`config.mk`:
```
export PLATFORM = sky130hd
export DESIGN_NAME = nand_rd_strobe
export DESIGN_NICKNAME = d
export VERILOG_FILES = /design/src/rtl/nrs_pkg.sv /design/src/rtl/nrs_settle.sv /design/src/rtl/nrs_tap_cfg.sv /design/src/rtl/nrs_capture.sv /design/src/rtl/nand_rd_strobe.sv
export SDC_FILE = /design/constraint.sdc
export NUM_CORES = 1
export LEC_CHECK = 0
export ABC_AREA = 1
export BUFFER_PORTS_ARGS = -buffer_cell sky130_fd_sc_hd__buf_2
export CORE_AREA = 4 4 86 88
export DETAILED_ROUTE_END_ITERATION = 10
export DIE_AREA = 0 0 90 92
export PLACE_DENSITY = 0.92
export REMOVE_ABC_BUFFERS = 1
export SKIP_CTS_REPAIR_TIMING = 1
export SLEW_MARGIN = 25
export SYNTH_ARGS = -nofsm -noshare
export SYNTH_HDL_FRONTEND = slang
export SYNTH_HIERARCHICAL = 1
export SYNTH_SLANG_ARGS = --single-unit
```
`constraint.sdc`:
```
create_clock -name clk -period 3 [get_ports clk]
set_input_delay 0.15 -clock clk [delete_from_list [all_inputs] [get_ports clk]]
set_output_delay 0.15 -clock clk [all_outputs]
set_load 0.1 [all_outputs]
```
`src/rtl/nrs_pkg.sv`:
```
`timescale 1ns/1ps
package nrs_pkg;
    typedef enum logic [1:0] {
        ST_IDLE = 2'd0,
        ST_LOW  = 2'd1,
        ST_HIGH = 2'd2
    } rd_state_t;
endpackage

```
`src/rtl/nrs_settle.sv`:
```
`timescale 1ns/1ps
// Holds off new reads until the delay line has settled after being enabled.
module nrs_settle #(
    parameter int SETTLE_OS = 512
) (
    input  logic clk,
    input  logic rst_n,
    input  logic dly_en,
    output logic ready
);
    localparam int CW = $clog2(SETTLE_OS + 1);

    logic          en_q;
    logic [CW-1:0] wait_cnt;

    always_ff @(posedge clk or negedge rst_n) begin
        if (!rst_n) begin
            en_q     <= 1'b0;
            wait_cnt <= '0;
        end else begin
            en_q <= dly_en;
            if (!dly_en)
                wait_cnt <= '0;
            else if (!en_q)
                wait_cnt <= CW'(SETTLE_OS);
            else if (wait_cnt != '0)
                wait_cnt <= wait_cnt - 1'b1;
        end
    end

    assign ready = (wait_cnt == '0) && !(dly_en && !en_q);
endmodule

```
`src/rtl/nrs_tap_cfg.sv`:
```
`timescale 1ns/1ps
// Freezes the delay code and half-period flag while the delay line runs,
// and converts them to oversampled ticks.
module nrs_tap_cfg #(
    parameter int DLY_W = 4
) (
    input  logic             clk,
    input  logic             rst_n,
    input  logic             dly_en,
    input  logic [DLY_W-1:0] cfg_dly,
    input  logic             cfg_half,
    output logic [DLY_W-1:0] taps
);
    logic [DLY_W-1:0] dly_q;
    logic             half_q;

    always_ff @(posedge clk or negedge rst_n) begin
        if (!rst_n) begin
            dly_q  <= '0;
            half_q <= 1'b0;
        end else if (!dly_en) begin
            dly_q  <= cfg_dly;
            half_q <= cfg_half;
        end
    end

    always_comb begin
        if (!dly_en)
            taps = '0;
        else if (half_q)
            taps = dly_q >> 1;
        else
            taps = dly_q;
    end

    // with the delay line held on, the tap count must not move
    a_r7_taps_frozen: assert property (@(posedge clk) disable iff (!rst_n)
        (dly_en && $past(dly_en)) |-> $stable(taps));
endmodule

```
`src/rtl/nrs_capture.sv`:
```
`timescale 1ns/1ps
// Samples the data bus on a tick-delayed copy of the strobe rising edge.
module nrs_capture #(
    parameter int DQ_W  = 8,
    parameter int DLY_W = 4
) (
    input  logic             clk,
    input  logic             rst_n,
    input  logic             rise,
    input  logic [DLY_W-1:0] taps,
    input  logic [DQ_W-1:0]  dq,
    output logic [DQ_W-1:0]  rd_data,
    output logic             rd_valid
);
    logic             pend;
    logic [DLY_W-1:0] tick_cnt;

    always_ff @(posedge clk or negedge rst_n) begin
        if (!rst_n) begin
            pend     <= 1'b0;
            tick_cnt <= '0;
            rd_data  <= '0;
            rd_valid <= 1'b0;
        end else begin
            rd_valid <= 1'b0;
            if (rise) begin
                if (taps == '0) begin
                    rd_data  <= dq;
                    rd_valid <= 1'b1;
                end else begin
                    pend     <= 1'b1;
                    tick_cnt <= taps;
                end
            end else if (pend) begin
                if (tick_cnt == DLY_W'(1)) begin
                    rd_data  <= dq;
                    rd_valid <= 1'b1;
                    pend     <= 1'b0;
                end else begin
                    tick_cnt <= tick_cnt - 1'b1;
                end
            end
        end
    end

    // a delayed sample never overlaps the next strobe rise
    a_r6_single_pending: assert property (@(posedge clk) disable iff (!rst_n)
        rise |-> !pend);
    // one captured byte gives a single-cycle pulse
    a_r9_valid_pulse: assert property (@(posedge clk) disable iff (!rst_n)
        rd_valid |=> !rd_valid);
endmodule

```
`src/rtl/nand_rd_strobe.sv`:
```
`timescale 1ns/1ps
module nand_rd_strobe
    import nrs_pkg::*;
#(
    parameter int CYC_W       = 6,
    parameter int LEN_W       = 8,
    parameter int DQ_W        = 8,
    parameter int DLY_W       = 4,
    parameter int OS_LOG      = 3,
    parameter int SETTLE_CTRL = 64
) (
    input  logic             clk,
    input  logic             rst_n,
    input  logic [CYC_W-1:0] cfg_setup,
    input  logic [CYC_W-1:0] cfg_hold,
    input  logic [DLY_W-1:0] cfg_dly,
    input  logic             cfg_half,
    input  logic             dly_en,
    input  logic             rd_req,
    input  logic [LEN_W-1:0] rd_len,
    output logic             rd_ack,
    output logic             rd_busy,
    output logic             nand_re_n,
    input  logic [DQ_W-1:0]  nand_dq,
    output logic [DQ_W-1:0]  rd_data,
    output logic             rd_valid
);
    localparam int PH_W      = CYC_W + OS_LOG;
    localparam int SETTLE_OS = SETTLE_CTRL << OS_LOG;

    rd_state_t        state, state_nx;
    logic [PH_W-1:0]  ph_cnt;
    logic [LEN_W-1:0] left;
    logic [CYC_W-1:0] su_q, hd_q;
    logic             dll_ready, accept, ph_done, rise;
    logic [DLY_W-1:0] taps;

    function automatic logic [PH_W-1:0] phase_len(input logic [CYC_W-1:0] n);
        logic [CYC_W-1:0] nz;
        nz = (n == '0) ? CYC_W'(1) : n;
        return {nz, {OS_LOG{1'b0}}} - PH_W'(1);
    endfunction

    nrs_settle #(.SETTLE_OS(SETTLE_OS)) i_settle (
        .clk(clk), .rst_n(rst_n), .dly_en(dly_en), .ready(dll_ready)
    );

    nrs_tap_cfg #(.DLY_W(DLY_W)) i_tap_cfg (
        .clk(clk), .rst_n(rst_n), .dly_en(dly_en),
        .cfg_dly(cfg_dly), .cfg_half(cfg_half), .taps(taps)
    );

    nrs_capture #(.DQ_W(DQ_W), .DLY_W(DLY_W)) i_capture (
        .clk(clk), .rst_n(rst_n), .rise(rise), .taps(taps),
        .dq(nand_dq), .rd_data(rd_data), .rd_valid(rd_valid)
    );

    assign accept  = (state == ST_IDLE) && rd_req && dll_ready;
    assign ph_done = (ph_cnt == '0);
    assign rise    = (state == ST_LOW) && ph_done;
    assign rd_busy = (state != ST_IDLE);

    always_comb begin
        state_nx = state;
        unique case (state)
            ST_IDLE: if (accept)  state_nx = ST_LOW;
            ST_LOW:  if (ph_done) state_nx = ST_HIGH;
            ST_HIGH: if (ph_done) state_nx = (left == '0) ? ST_IDLE : ST_LOW;
            default: state_nx = ST_IDLE;
        endcase
    end

    always_ff @(posedge clk or negedge rst_n) begin
        if (!rst_n) state <= ST_IDLE;
        else        state <= state_nx;
    end

    always_ff @(posedge clk or negedge rst_n) begin
        if (!rst_n) begin
            nand_re_n <= 1'b1;
            rd_ack    <= 1'b0;
            ph_cnt    <= '0;
            left      <= '0;
            su_q      <= CYC_W'(1);
            hd_q      <= CYC_W'(1);
        end else begin
            rd_ack <= 1'b0;
            unique case (state)
                ST_IDLE: begin
                    if (accept) begin
                        rd_ack    <= 1'b1;
                        nand_re_n <= 1'b0;
                        su_q      <= cfg_setup;
                        hd_q      <= cfg_hold;
                        ph_cnt    <= phase_len(cfg_setup);
                        left      <= (rd_len == '0) ? '0 : rd_len - 1'b1;
                    end
                end
                ST_LOW: begin
                    if (ph_done) begin
                        nand_re_n <= 1'b1;
                        ph_cnt    <= phase_len(hd_q);
                    end else begin
                        ph_cnt <= ph_cnt - 1'b1;
                    end
                end
                ST_HIGH: begin
                    if (ph_done) begin
                        if (left != '0) begin
                            nand_re_n <= 1'b0;
                            left      <= left - 1'b1;
                            ph_cnt    <= phase_len(su_q);
                        end
                    end else begin
                        ph_cnt <= ph_cnt - 1'b1;
                    end
                end
                default: nand_re_n <= 1'b1;
            endcase
        end
    end

    // acceptance coincides with the strobe falling and the burst starting
    a_r2_ack_with_strobe: assert property (@(posedge clk) disable iff (!rst_n)
        rd_ack |-> (!nand_re_n && rd_busy));
    // nothing is accepted while the delay line settles
    a_r8_hold_off: assert property (@(posedge clk) disable iff (!rst_n)
        !dll_ready |=> !rd_ack);
    // the strobe is low throughout the low phase
    a_r3_low_phase: assert property (@(posedge clk) disable iff (!rst_n)
        (state == ST_LOW) |-> !nand_re_n);
    // idle means the strobe is released
    a_r1_idle_high: assert property (@(posedge clk) disable iff (!rst_n)
        (state == ST_IDLE) |-> nand_re_n);
endmodule

```
==> results.ini, run 1 <==
[run_status]
status = complete, but fails checks
violations = hold timing

[die]
fp.dieArea_um2 = 8280
ios = 49
die_w_um = 90
die_h_um = 92
core-area_um2 = 6640
start_util = 0.621
row_count = 30

[clock_tree]
path_clk_slew_ns = 0.07
htree_levels = 3
cts_sinks = 63
cts_buffer_depth = 2
clkLatencyLatePin_ns = 0.35
cts_buffers = 9
cts_root_buf = clkbuf_8
cts_tree = yes

[drt]
drtPass1Iterations = 5
routed_wl_um = 9180
antenna_left = 0
wl_per_cell_um = 12.7
drt_iter0_markers = 213
viasPerCell = 5.30
route.detailed.drc = 0
vias = 3839

[critical_path]
path_buf_inv = 2
crit_path_start_kind = flip-flop
required_ns = 3.28
timing.rr.end = i_capture/rd_data[6]$_DFFE_PN0P_
crit_type = reg2reg
cp_cell_sequence = inv_1, ha_1, nand2_1, nor2_2, nand3_4, nor2_1, inv_2, nor2_4, nand3_4, nand2_4, nand2_1, nand2_1
reg2regPathDepth = 12
cp_top_family = simple AND/OR/NAND/NOR gates
max_stage_delay_ns = 0.40
crit_path_end_kind = flip-flop
r2r-start = ph_cnt[0]$_DFFE_PN0P_
crit_slowest_cell = dfrtp_1
cp_max_fo = 12
crit_path_frequent_cell = nand2_1
cp.arrival_ns = 2.68
r2r_slack_ns = 0.60

[hold_path]
hold_path_depth = 3
min_path_type = in2reg
holdPathEnd = i_capture/rd_data[7]$_DFFE_PN0P_
hp-start = nand_dq[7]

[synth]
synthCells = 584
yosysWarnings = 6
syn_area_um2 = 4130
synth_seq_area_share = 0.383
yosys.area_share.simple = 0.349
synth_compound_area_frac = 0.0952
synth_top_family_by_area = simple AND/OR/NAND/NOR gates
synth.avg_cell_area_um2 = 7.07
synthAdderAreaFrac = 0.0394
synthMuxAreaShare = 0
ys_seq_elements = 63
synth_xor_area_frac = 0.0297
yosysUniqueCellTypes = 35

[grt]
grt_pass1_vias = 3758
track_usage = 0.234
grt_overflow = 0
grt_max_degree = 35
grt_pass1_wl_um = 16200
antenna_found_initial = 0

[sta]
setup_viol = 0
fin_crit_sh = 0.799
fin_skew_ns = 0.0130
holdWs_ns = -0.00884
worst_pin_slew_ns = 0.791
slew_viol_final = 0
max_slew_margin = 0.473
setup_ws_ns = 0.602
timing.final.crit_period_ns = 2.40
max_clock_freq_mhz = 417
hold_viol_final = 3
setup-tns-final_ns = 0
rsz0062_at_grt = false

[placement]
io_buffers = 48
gp_congestion = 0.935
dp_slack_ns = 0.641
dp_hpwl_um = 6860
place_area_um2 = 4440

[job]
timing.max_cap.violations = 0

[final_layout]
synthToLayoutAreaGrowth_pct = 11.9
diodes = 0
final_nets = 690
stdcell_area_um2 = 4620
drive_gt1_frac = 0.164

[pwr]
power_mw = 3.07
peakVddDrop_uv = 670
power_density_nw_per_um2 = 666
p_leak_nw = 2.54

-- flip-flops by register name, summed over array words and instances, names as in the netlist --
name / cells
hd_q: 6
i_capture/rd_data: 8
rd_ack: 1
i_settle/en_q: 1
i_tap_cfg/dly_q: 4
left: 8
i_settle/wait_cnt: 10
i_capture/tick_cnt: 4
i_capture/pend: 1
nand_re_n: 1
i_tap_cfg/half_q: 1
i_capture/rd_valid: 1
su_q: 6
ph_cnt: 9
state: 2
-- routing by layer --
layer / global-route usage / vias to the layer above / routed length [um]
met5: 0 / - / 0
met4: 0.0957 / 0 / 174
met3: 0.0459 / 15 / 470
met2: 0.394 / 110 / 4540
met1: 0.295 / 1770 / 3990
li1: - / 1944 / -
-- power breakdown --
part	leakage (nW)	internal (mW)	switching [mW]
Combinational	1.68	0.354	0.957
Clock	0.0833	0.300	0.351
Sequential	0.771	0.995	0.117
-- worst reg2reg max path: cells and delay by family, from the launching register on --
kind | cells | cell delay, ns
buffers and inverters | 2 | 0.28
AND/OR/NAND/NOR | 9 | 1.40
flip-flops | 1 | 0.40
adder cells (fa/ha/maj) | 1 | 0.26
-- area by class of cell --
cell class	instances	area, um^2
Sequential cell	63	1580
Timing Repair Buffer	52	273
Clock inverter	5	35.0
Fill cell	535	2030
Multi-Input combinational cell	414	2120
Clock buffer	11	131
Inverter	100	378
Tap cell	80	100
-- cells by family (layout without fill, tap and decap cells) --
| family | count (synthesis) | count (layout) |
|---|---|---|
| buffers and inverters | 107 | 168 |
| xor gates and xnor gates | 14 | 14 |
| DFF | 63 | 63 |
| and+or+nand+nor | 313 | 313 |
| AOI/OAI and AO/OA | 74 | 74 |
| adders and majority gates | 13 | 13 |
-- worst max-delay path by stage --
stage / startpoint / to / cells after the start
2_1_floorplan: i_settle/wait_cnt[0]$_DFFE_PN0P_ / ph_cnt[0]$_DFFE_PN0P_ / 12
3_3_place_gp: ph_cnt[0]$_DFFE_PN0P_ / i_capture/tick_cnt[3]$_DFFE_PN0P_ / 11
3_5_place_dp: ph_cnt[0]$_DFFE_PN0P_ / i_capture/rd_data[6]$_DFFE_PN0P_ / 12
4_1_cts: ph_cnt[0]$_DFFE_PN0P_ / i_capture/rd_data[6]$_DFFE_PN0P_ / 12
5_1_grt: ph_cnt[0]$_DFFE_PN0P_ / i_capture/tick_cnt[1]$_DFFE_PN0P_ / 12
6_report: ph_cnt[0]$_DFFE_PN0P_ / i_capture/rd_data[6]$_DFFE_PN0P_ / 12
-- stage by stage --
stage / instances / hold WS (ns) / utilization
2_1_floorplan: 577 / -0.146 / -
3_3_place_gp: 708 / 0.273 / 0.669
3_5_place_dp: 708 / 0.282 / 0.669
4_1_cts: 724 / -0.0885 / 0.694
5_1_grt: 725 / 0.00310 / 0.695
6_report: 725 / -0.00884 / 0.695
-- placed cells by master (no fill, tap or decap), drive strengths merged, types with 2 or more instances in the layout --
| cell type | count |
|---|---|
| xor2 | 12 |
| dfstp | 3 |
| nand3b | 4 |
| nor2 | 63 |
| or2 | 2 |
| o21ai | 51 |
| nor3 | 3 |
| inv | 100 |
| dfrtp | 60 |
| nand4 | 8 |
| nand3 | 53 |
| ha | 13 |
| nand2 | 180 |
| buf | 51 |
| clkinv | 4 |
| xnor2 | 2 |
| a21oi | 19 |
| clkbuf | 11 |
-- cells in the mapped netlist (all sizes together) --
master / instances / area share
nand2: 180 / 0.17
a21o: 1 / 0.0018
o22ai: 1 / 0.0015
clkbuf: 3 / 0.0027
buf: 4 / 0.0091
nor2: 63 / 0.072
inv: 100 / 0.092
nand4: 8 / 0.016
or2: 2 / 0.0030
ha: 13 / 0.039
dfstp: 3 / 0.019
nand3: 53 / 0.078
dfrtp: 60 / 0.36
o21ai: 51 / 0.065
nand3b: 4 / 0.0073
a21oi: 19 / 0.023
xnor2: 2 / 0.0042
a31oi: 1 / 0.0015
o31ai: 1 / 0.0018
nor3: 3 / 0.0036
xor2: 12 / 0.025
Note: power is estimated with default switching activity, not from simulation.
==> inputs of run 2 (changes only) <==
- CORE_AREA: 4 4 86 88 -> 4 4 94 96
- DIE_AREA: 0 0 90 92 -> 0 0 98 100
- PLACE_DENSITY: 0.92 -> 0.83
- clock period: 3 -> 2 ns (I/O delays scaled with it)
==> run 2 against run 1 <==
Net effect:
- the flow still finishes with violations (hold timing)
- setup slack worse by 0.49 ns
- die area up 18%
- routed wire length up 7.8%
- via count up 5.2%
- worst hold slack worse by 0.015 ns
- highest routed layer unchanged
==> results.ini, run 2 (synthesis gave the netlist of run 1 again) <==
[run_status]
status = complete, but fails checks
violations = hold timing

[placement]
place_area_um2 = 4520  ; +1.8%
dp_hpwl_um = 6740  ; -1.8%
dp_slack_ns = -0.00247  ; -0.644 ns
gp_congestion = 0.962  ; +2.9%
dp.cells = 738  ; +4.2%
io_buffers = 48  ; unchanged

[final_layout]
stdcell_area_um2 = 5080  ; +10%
synthToLayoutAreaGrowth_pct = 23.2
reg_top3 = i_settle/wait_cnt x10, ph_cnt x9
top_register = i_settle/wait_cnt
final_nets = 724  ; +4.9%
final_cell_mix = nand2_1 (171), inv_1 (89), dfrtp_1 (60), nor2_1 (48), buf_2 (48)
layout_commonest_cell = nand2_1
final_util = 0.631  ; -0.0637
drive_gt1_frac = 0.202  ; +0.0374
diodes = 0  ; unchanged
instances_no_fill = 784  ; +8.1%
largest_register_ffs = 10  ; unchanged

[drt]
viasPerCell = 5.15  ; -2.7%
wl_per_cell_um = 12.6  ; -0.28%
routed_wl_um = 9890  ; +7.8%
antenna_left = 0  ; unchanged
route.detailed.drc = 0  ; unchanged
vias = 4038  ; +5.2%
drt_iter0_markers = 214  ; +0.47%
drtPass1Iterations = 5  ; unchanged

[clock_tree]
cts_buffers = 9  ; unchanged
clkLatencyLatePin_ns = 0.35  ; about the same
cts_sinks = 63  ; unchanged
cts_buffer_depth = 2  ; unchanged
cts_root_buf = clkbuf_8
path_clk_slew_ns = 0.07  ; about the same
cts_tree = yes
htree_levels = 3  ; unchanged

[sta]
timing.final.crit_period_ns = 1.89  ; -0.505 ns
setup_ws_ns = 0.107  ; -0.495 ns
fin_crit_sh = 0.946  ; +0.147
slew_viol_final = 0  ; unchanged
setup-tns-final_ns = 0  ; unchanged
setup_viol = 0  ; unchanged
worst_pin_slew_ns = 0.493  ; -0.298 ns
fin_skew_ns = 0.0116  ; -0.00146 ns
max_clock_freq_mhz = 528  ; +27%
max_slew_margin = 0.674  ; +0.201
holdWs_ns = -0.0234  ; -0.0145 ns
hold_viol_final = 2  ; -1

[grt]
grt_pass1_vias = 3684  ; -2.0%
grt_overflow = 0  ; unchanged
grt_max_degree = 64  ; +83%
grt_pass1_wl_um = 15800  ; -2.0%
antenna_found_initial = 0  ; unchanged
track_usage = 0.194  ; -0.0399

[hold_path]
hp-start = cfg_dly[2]
hold_path_depth = 3  ; unchanged
min_path_type = in2reg

[die]
ios = 49  ; unchanged
core-area_um2 = 8050  ; +21%
die_h_um = 100  ; +8.7%
row_count = 33  ; +10%
start_util = 0.513  ; -0.109
fp.dieArea_um2 = 9800  ; +18%
die_w_um = 98  ; +8.9%

[critical_path]
r2r-start = ph_cnt[0]$_DFFE_PN0P_
crit_type = reg2reg
path_buf_inv = 2  ; unchanged
cp.arrival_ns = 2.17  ; -0.51 ns
critPathLaunch = ph_cnt[0]$_DFFE_PN0P_
crit_slowest_cell = dfrtp_1
crit_path_end_kind = flip-flop
required_ns = 2.28  ; -1.00 ns
cp_max_fo = 8  ; -4
cp_cell_sequence = inv_2, ha_4, nand2_1, nor2_2, nand3_4, nor2_4, inv_2, nor2_4, nand3_4, nand3_4, nand2_1, o21ai_1
crit_path_start_kind = flip-flop
reg2regPathDepth = 12  ; unchanged
cp.depth = 12  ; unchanged
max_stage_delay_ns = 0.40  ; about the same
crit_path_frequent_cell = nand3_4
cp_top_family = simple AND/OR/NAND/NOR gates

[pwr]
power_mw = 5.13  ; +67%
p_leak_nw = 2.71  ; +6.9%
peakVddDrop_uv = 615  ; -8.3%
power_density_nw_per_um2 = 1010  ; +52%

[job]
timing.max_cap.violations = 0  ; unchanged

run 2: worst paths after layout:
kind | endpoint | slack, ns
max reg2reg | i_capture/tick_cnt[3]$_DFFE_PN0P_ | 0.11
max in group asynchronous | nand_re_n$_DFFE_PN1P_ | 1.39
min | i_tap_cfg/dly_q[2]$_DFFE_PN0N_ | -0.02
max | i_capture/tick_cnt[3]$_DFFE_PN0P_ | 0.11
min in group asynchronous | su_q[3]$_DFFE_PN0P_ | 0.28
min reg2reg | su_q[0]$_DFFE_PN1P_ | 0.50
run 2: worst register-to-register path, delay by kind of cell (launching register included):
kind	cells	cell delay [ns]
buffers and inverters	2	0.19
adders and majority gates	1	0.14
DFF	1	0.40
AOI/OAI and AO/OA	1	0.07
and+or+nand+nor	8	1.01
run 2: routing by layer:
metal	share of wire	GRT usage
met5	0	0
met4	0.028	0.0937
met3	0.053	0.0375
met2	0.50	0.327
met1	0.42	0.239
run 2: layout make-up:
| cell class | count | area, um^2 |
|---|---|---|
| clock inverters | 6 | 109 |
| clock buffers | 10 | 128 |
| repair buffers | 84 | 566 |
| well taps | 105 | 131 |
| multi-input cells | 415 | 2180 |
| repair inverters | 1 | 5.00 |
| fillers | 693 | 2970 |
| inverters | 100 | 387 |
| flip-flops and latches | 63 | 1580 |
run 2: report_power, final:
group / total, mW / leakage (nW) / internal [mW] / switching, mW
Combinational: 2.13 / 1.82 / 0.652 / 1.48
Clock: 1.34 / 0.120 / 0.826 / 0.511
Sequential: 1.66 / 0.771 / 1.49 / 0.168
Total: 5.13 / 2.71 / 2.97 / 2.16
==> inputs of run 3 (changes only) <==
- CORE_AREA: 4 4 94 96 -> 4 4 93 95
- DIE_AREA: 0 0 98 100 -> 0 0 97 99
- GPL_TIMING_DRIVEN: not set -> 0
- SYNTH_HIERARCHICAL: 1 -> not set
==> run 3 against run 2 <==
Net effect:
- the flow still finishes with violations (hold timing)
- register-to-register slack hardly changed
- critical path type unchanged
- design area decreased by 4.8%
- clock skew shrank 0.0013 ns
- global-route usage hardly changed
- total power decreased by 33%
- critical endpoint is now left[2]$_DFFE_PN0P_
- via count down 3.5%
- combinational power is 53% lower
- routed wire length shrank 3.6%
- largest cell class unchanged
==> results.ini, run 3 <==
[sta]
fin_skew_ns = 0.0103  ; -0.00127 ns
timing.final.crit_period_ns = 1.88  ; -0.0143 ns
holdWs_ns = -0.0198  ; +0.00359 ns
max_clock_freq_mhz = 532  ; +0.76%
setup_ws_ns = 0.122  ; +0.0143 ns
fin_crit_sh = 0.939  ; -0.00714
slew_viol_final = 0  ; unchanged
hold_viol_final = 1  ; -1
setup-tns-final_ns = 0  ; unchanged
setup_viol = 0  ; unchanged
worst_pin_slew_ns = 0.803  ; +0.310 ns
max_slew_margin = 0.465  ; -0.209

[pwr]
power_density_nw_per_um2 = 715  ; -29%
p_leak_nw = 2.55  ; -5.8%
power_mw = 3.46  ; -33%
peakVddDrop_uv = 618  ; +0.51%

[die]
row_count = 32  ; -3.0%
die_w_um = 97  ; -1.0%
ios = 49  ; unchanged
core-area_um2 = 7730  ; -4.0%
start_util = 0.523  ; +0.0103
fp.dieArea_um2 = 9600  ; -2.0%
die_h_um = 99  ; -1.0%

[clock_tree]
cts_sinks = 63  ; unchanged
cts_buffers = 9  ; unchanged
cts_tree = yes
cts_root_buf = clkbuf_8
path_clk_slew_ns = 0.07  ; about the same
htree_levels = 3  ; unchanged
clkLatencyLatePin_ns = 0.35  ; about the same
cts_buffer_depth = 2  ; unchanged

[critical_path]
crit_slowest_cell = dfrtp_1
cp_max_fo = 15  ; +7
crit_type = reg2reg
crit_path_frequent_cell = inv_1
crit_path_end_kind = flip-flop
crit_path_start_kind = flip-flop
timing.rr.end = left[2]$_DFFE_PN0P_
max_stage_delay_ns = 0.40  ; about the same
required_ns = 2.25  ; -0.03 ns
r2r-start = state[0]$_DFFE_PN0P_
cp.arrival_ns = 2.12  ; -0.05 ns
reg2regPathDepth = 9  ; -3
cp_cell_sequence = inv_1, ha_2, inv_1, nor2_1, a21oi_1, nor2_4, buf_12, nand2_1, o21ai_0
r2r_slack_ns = 0.12  ; about the same

[hold_path]
min_path_type = in2reg
hp-start = cfg_hold[5]
hold_path_depth = 3  ; unchanged
holdPathEnd = hd_q[5]$_DFFE_PN0P_

[final_layout]
largest_register_ffs = 10  ; unchanged
synthToLayoutAreaGrowth_pct = 19.7
diodes = 0  ; unchanged
final_cell_mix = nand2_1 (175), inv_1 (72), dfrtp_1 (60), nor2_1 (51), nand3_1 (50)
top_register = i_settle.wait_cnt
reg_top3 = i_settle.wait_cnt x10, ph_cnt x9
nFillCells = 638  ; -7.9%
multi_input_area_um2 = 2160  ; -0.92%
layout_commonest_cell = nand2_1
drive_gt1_frac = 0.159  ; -0.0423
final_nets = 691  ; -4.6%
stdcell_area_um2 = 4840  ; -4.8%
regArea_um2 = 1580  ; unchanged

[synth]
netlist_top_cells_area = dfrtp_1 (37%), nand2_1 (16%), inv_1 (6.8%), nand3_1 (6.2%), o21ai_0 (5.7%)
synth_seq_area_share = 0.391  ; +0.00818
synth_top_area_frac = 0.372  ; +0.00777
synth-edff-count = 0  ; unchanged
yosysTopAreaCell = dfrtp_1
yosysUniqueCellTypes = 40  ; +14%
synth_flop_cell = dfrtp_1
syn_area_um2 = 4040  ; -2.1%
synthArstFlopShare = 1.00  ; unchanged
ys_seq_elements = 63  ; unchanged
synth.avg_cell_area_um2 = 7.18  ; +1.6%
yosys-top-cells-count = nand2_1 (175), inv_1 (73), dfrtp_1 (60)
synthCells = 563  ; -3.6%
yosysWarnings = 0  ; -6
post-synth-top-count-cell = nand2_1

[drt]
viasPerCell = 5.21  ; +1.1%
drtPass1Iterations = 5  ; unchanged
routed_wl_um = 9540  ; -3.6%
wl_per_cell_um = 12.8  ; +1.1%
drt_iter0_markers = 189  ; -12%
vias = 3895  ; -3.5%
route.detailed.drc = 0  ; unchanged
antenna_left = 0  ; unchanged

[grt]
antenna_found_initial = 0  ; unchanged
grt_max_degree = 64  ; unchanged
grt_pass1_vias = 3624  ; -1.6%
grt_overflow = 0  ; unchanged
grt_pass1_wl_um = 15700  ; -1.0%
track_usage = 0.194  ; about the same

[run_status]
status = complete, but fails checks
violations = hold timing

[placement]
place_area_um2 = 4360  ; -3.6%
dp_hpwl_um = 6710  ; -0.47%
dp_slack_ns = -0.267  ; -0.264 ns
gp_congestion = 0.919  ; -4.5%
io_buffers = 48  ; unchanged

[job]
timing.max_cap.violations = 0  ; unchanged

## run 3: report_power, final
part	internal [mW]	total, mW	switching [mW]
Clock	0.451	1.01	0.555
Sequential	1.37	1.45	0.0754
Combinational	0.338	1.00	0.665
## run 3: kinds of logic (layout without fill, tap and decap cells)
logic type      after synthesis  count (layout)  synth area share
compound gates               76              76             0.105
flops                        63              63             0.391
buf+inv                      83             166            0.0830
simple gates                317             317             0.357
fa+ha+maj                    13              13            0.0402
xor+xnor                     11              11            0.0238
## run 3: through the flow
step / utilization / instances
CTS: 0.587 / 722
floorplan: - / 556
global placement: 0.564 / 706
finish: 0.626 / 748
global route: 0.626 / 748
detailed placement: 0.564 / 706
## run 3: routing by layer
metal  global-route usage  up-vias  wire [um]
li1                     -     1963          -
met1                0.235     1836       4220
met2                0.344       77       4840
met3               0.0368       19        305
met4               0.0702        0        176
met5                    0        -          0
## run 3: final cells by class
type,instances,share of cell area
Inverter,76,0.0590
Multi-Input combinational cell,417,0.446
Sequential cell,63,0.327
Tap cell,102,0.0264
Clock inverter,7,0.0101
Clock buffer,9,0.0256
Timing Repair Buffer,74,0.106
## run 3: how the worst max path moves through the flow
| stage | slack (ns) | cells past startpoint | to | from |
|---|---|---|---|---|
| after CTS | -0.29 | 10 | ph_cnt[0]$_DFFE_PN0P_ | state[1]$_DFFE_PN0P_ |
| after floorplan | 0.14 | 11 | left[7]$_DFFE_PN0P_ | state[0]$_DFFE_PN0P_ |
| after detailed placement | -0.27 | 10 | ph_cnt[0]$_DFFE_PN0P_ | state[1]$_DFFE_PN0P_ |
| after global placement | -0.19 | 10 | ph_cnt[0]$_DFFE_PN0P_ | state[0]$_DFFE_PN0P_ |
| final | 0.12 | 9 | left[2]$_DFFE_PN0P_ | state[0]$_DFFE_PN0P_ |
| after global routing | -0.03 | 7 | left[2]$_DFFE_PN0P_ | state[0]$_DFFE_PN0P_ |
## run 3: worst max-delay path, delay by kind of cell, from the launching register on
| family | cells | cell delay (ns) |
|---|---|---|
| buf+inv | 3 | 0.46 |
| compound gates | 2 | 0.20 |
| fa+ha+maj | 1 | 0.34 |
| flops | 1 | 0.40 |
| simple gates | 3 | 0.38 |
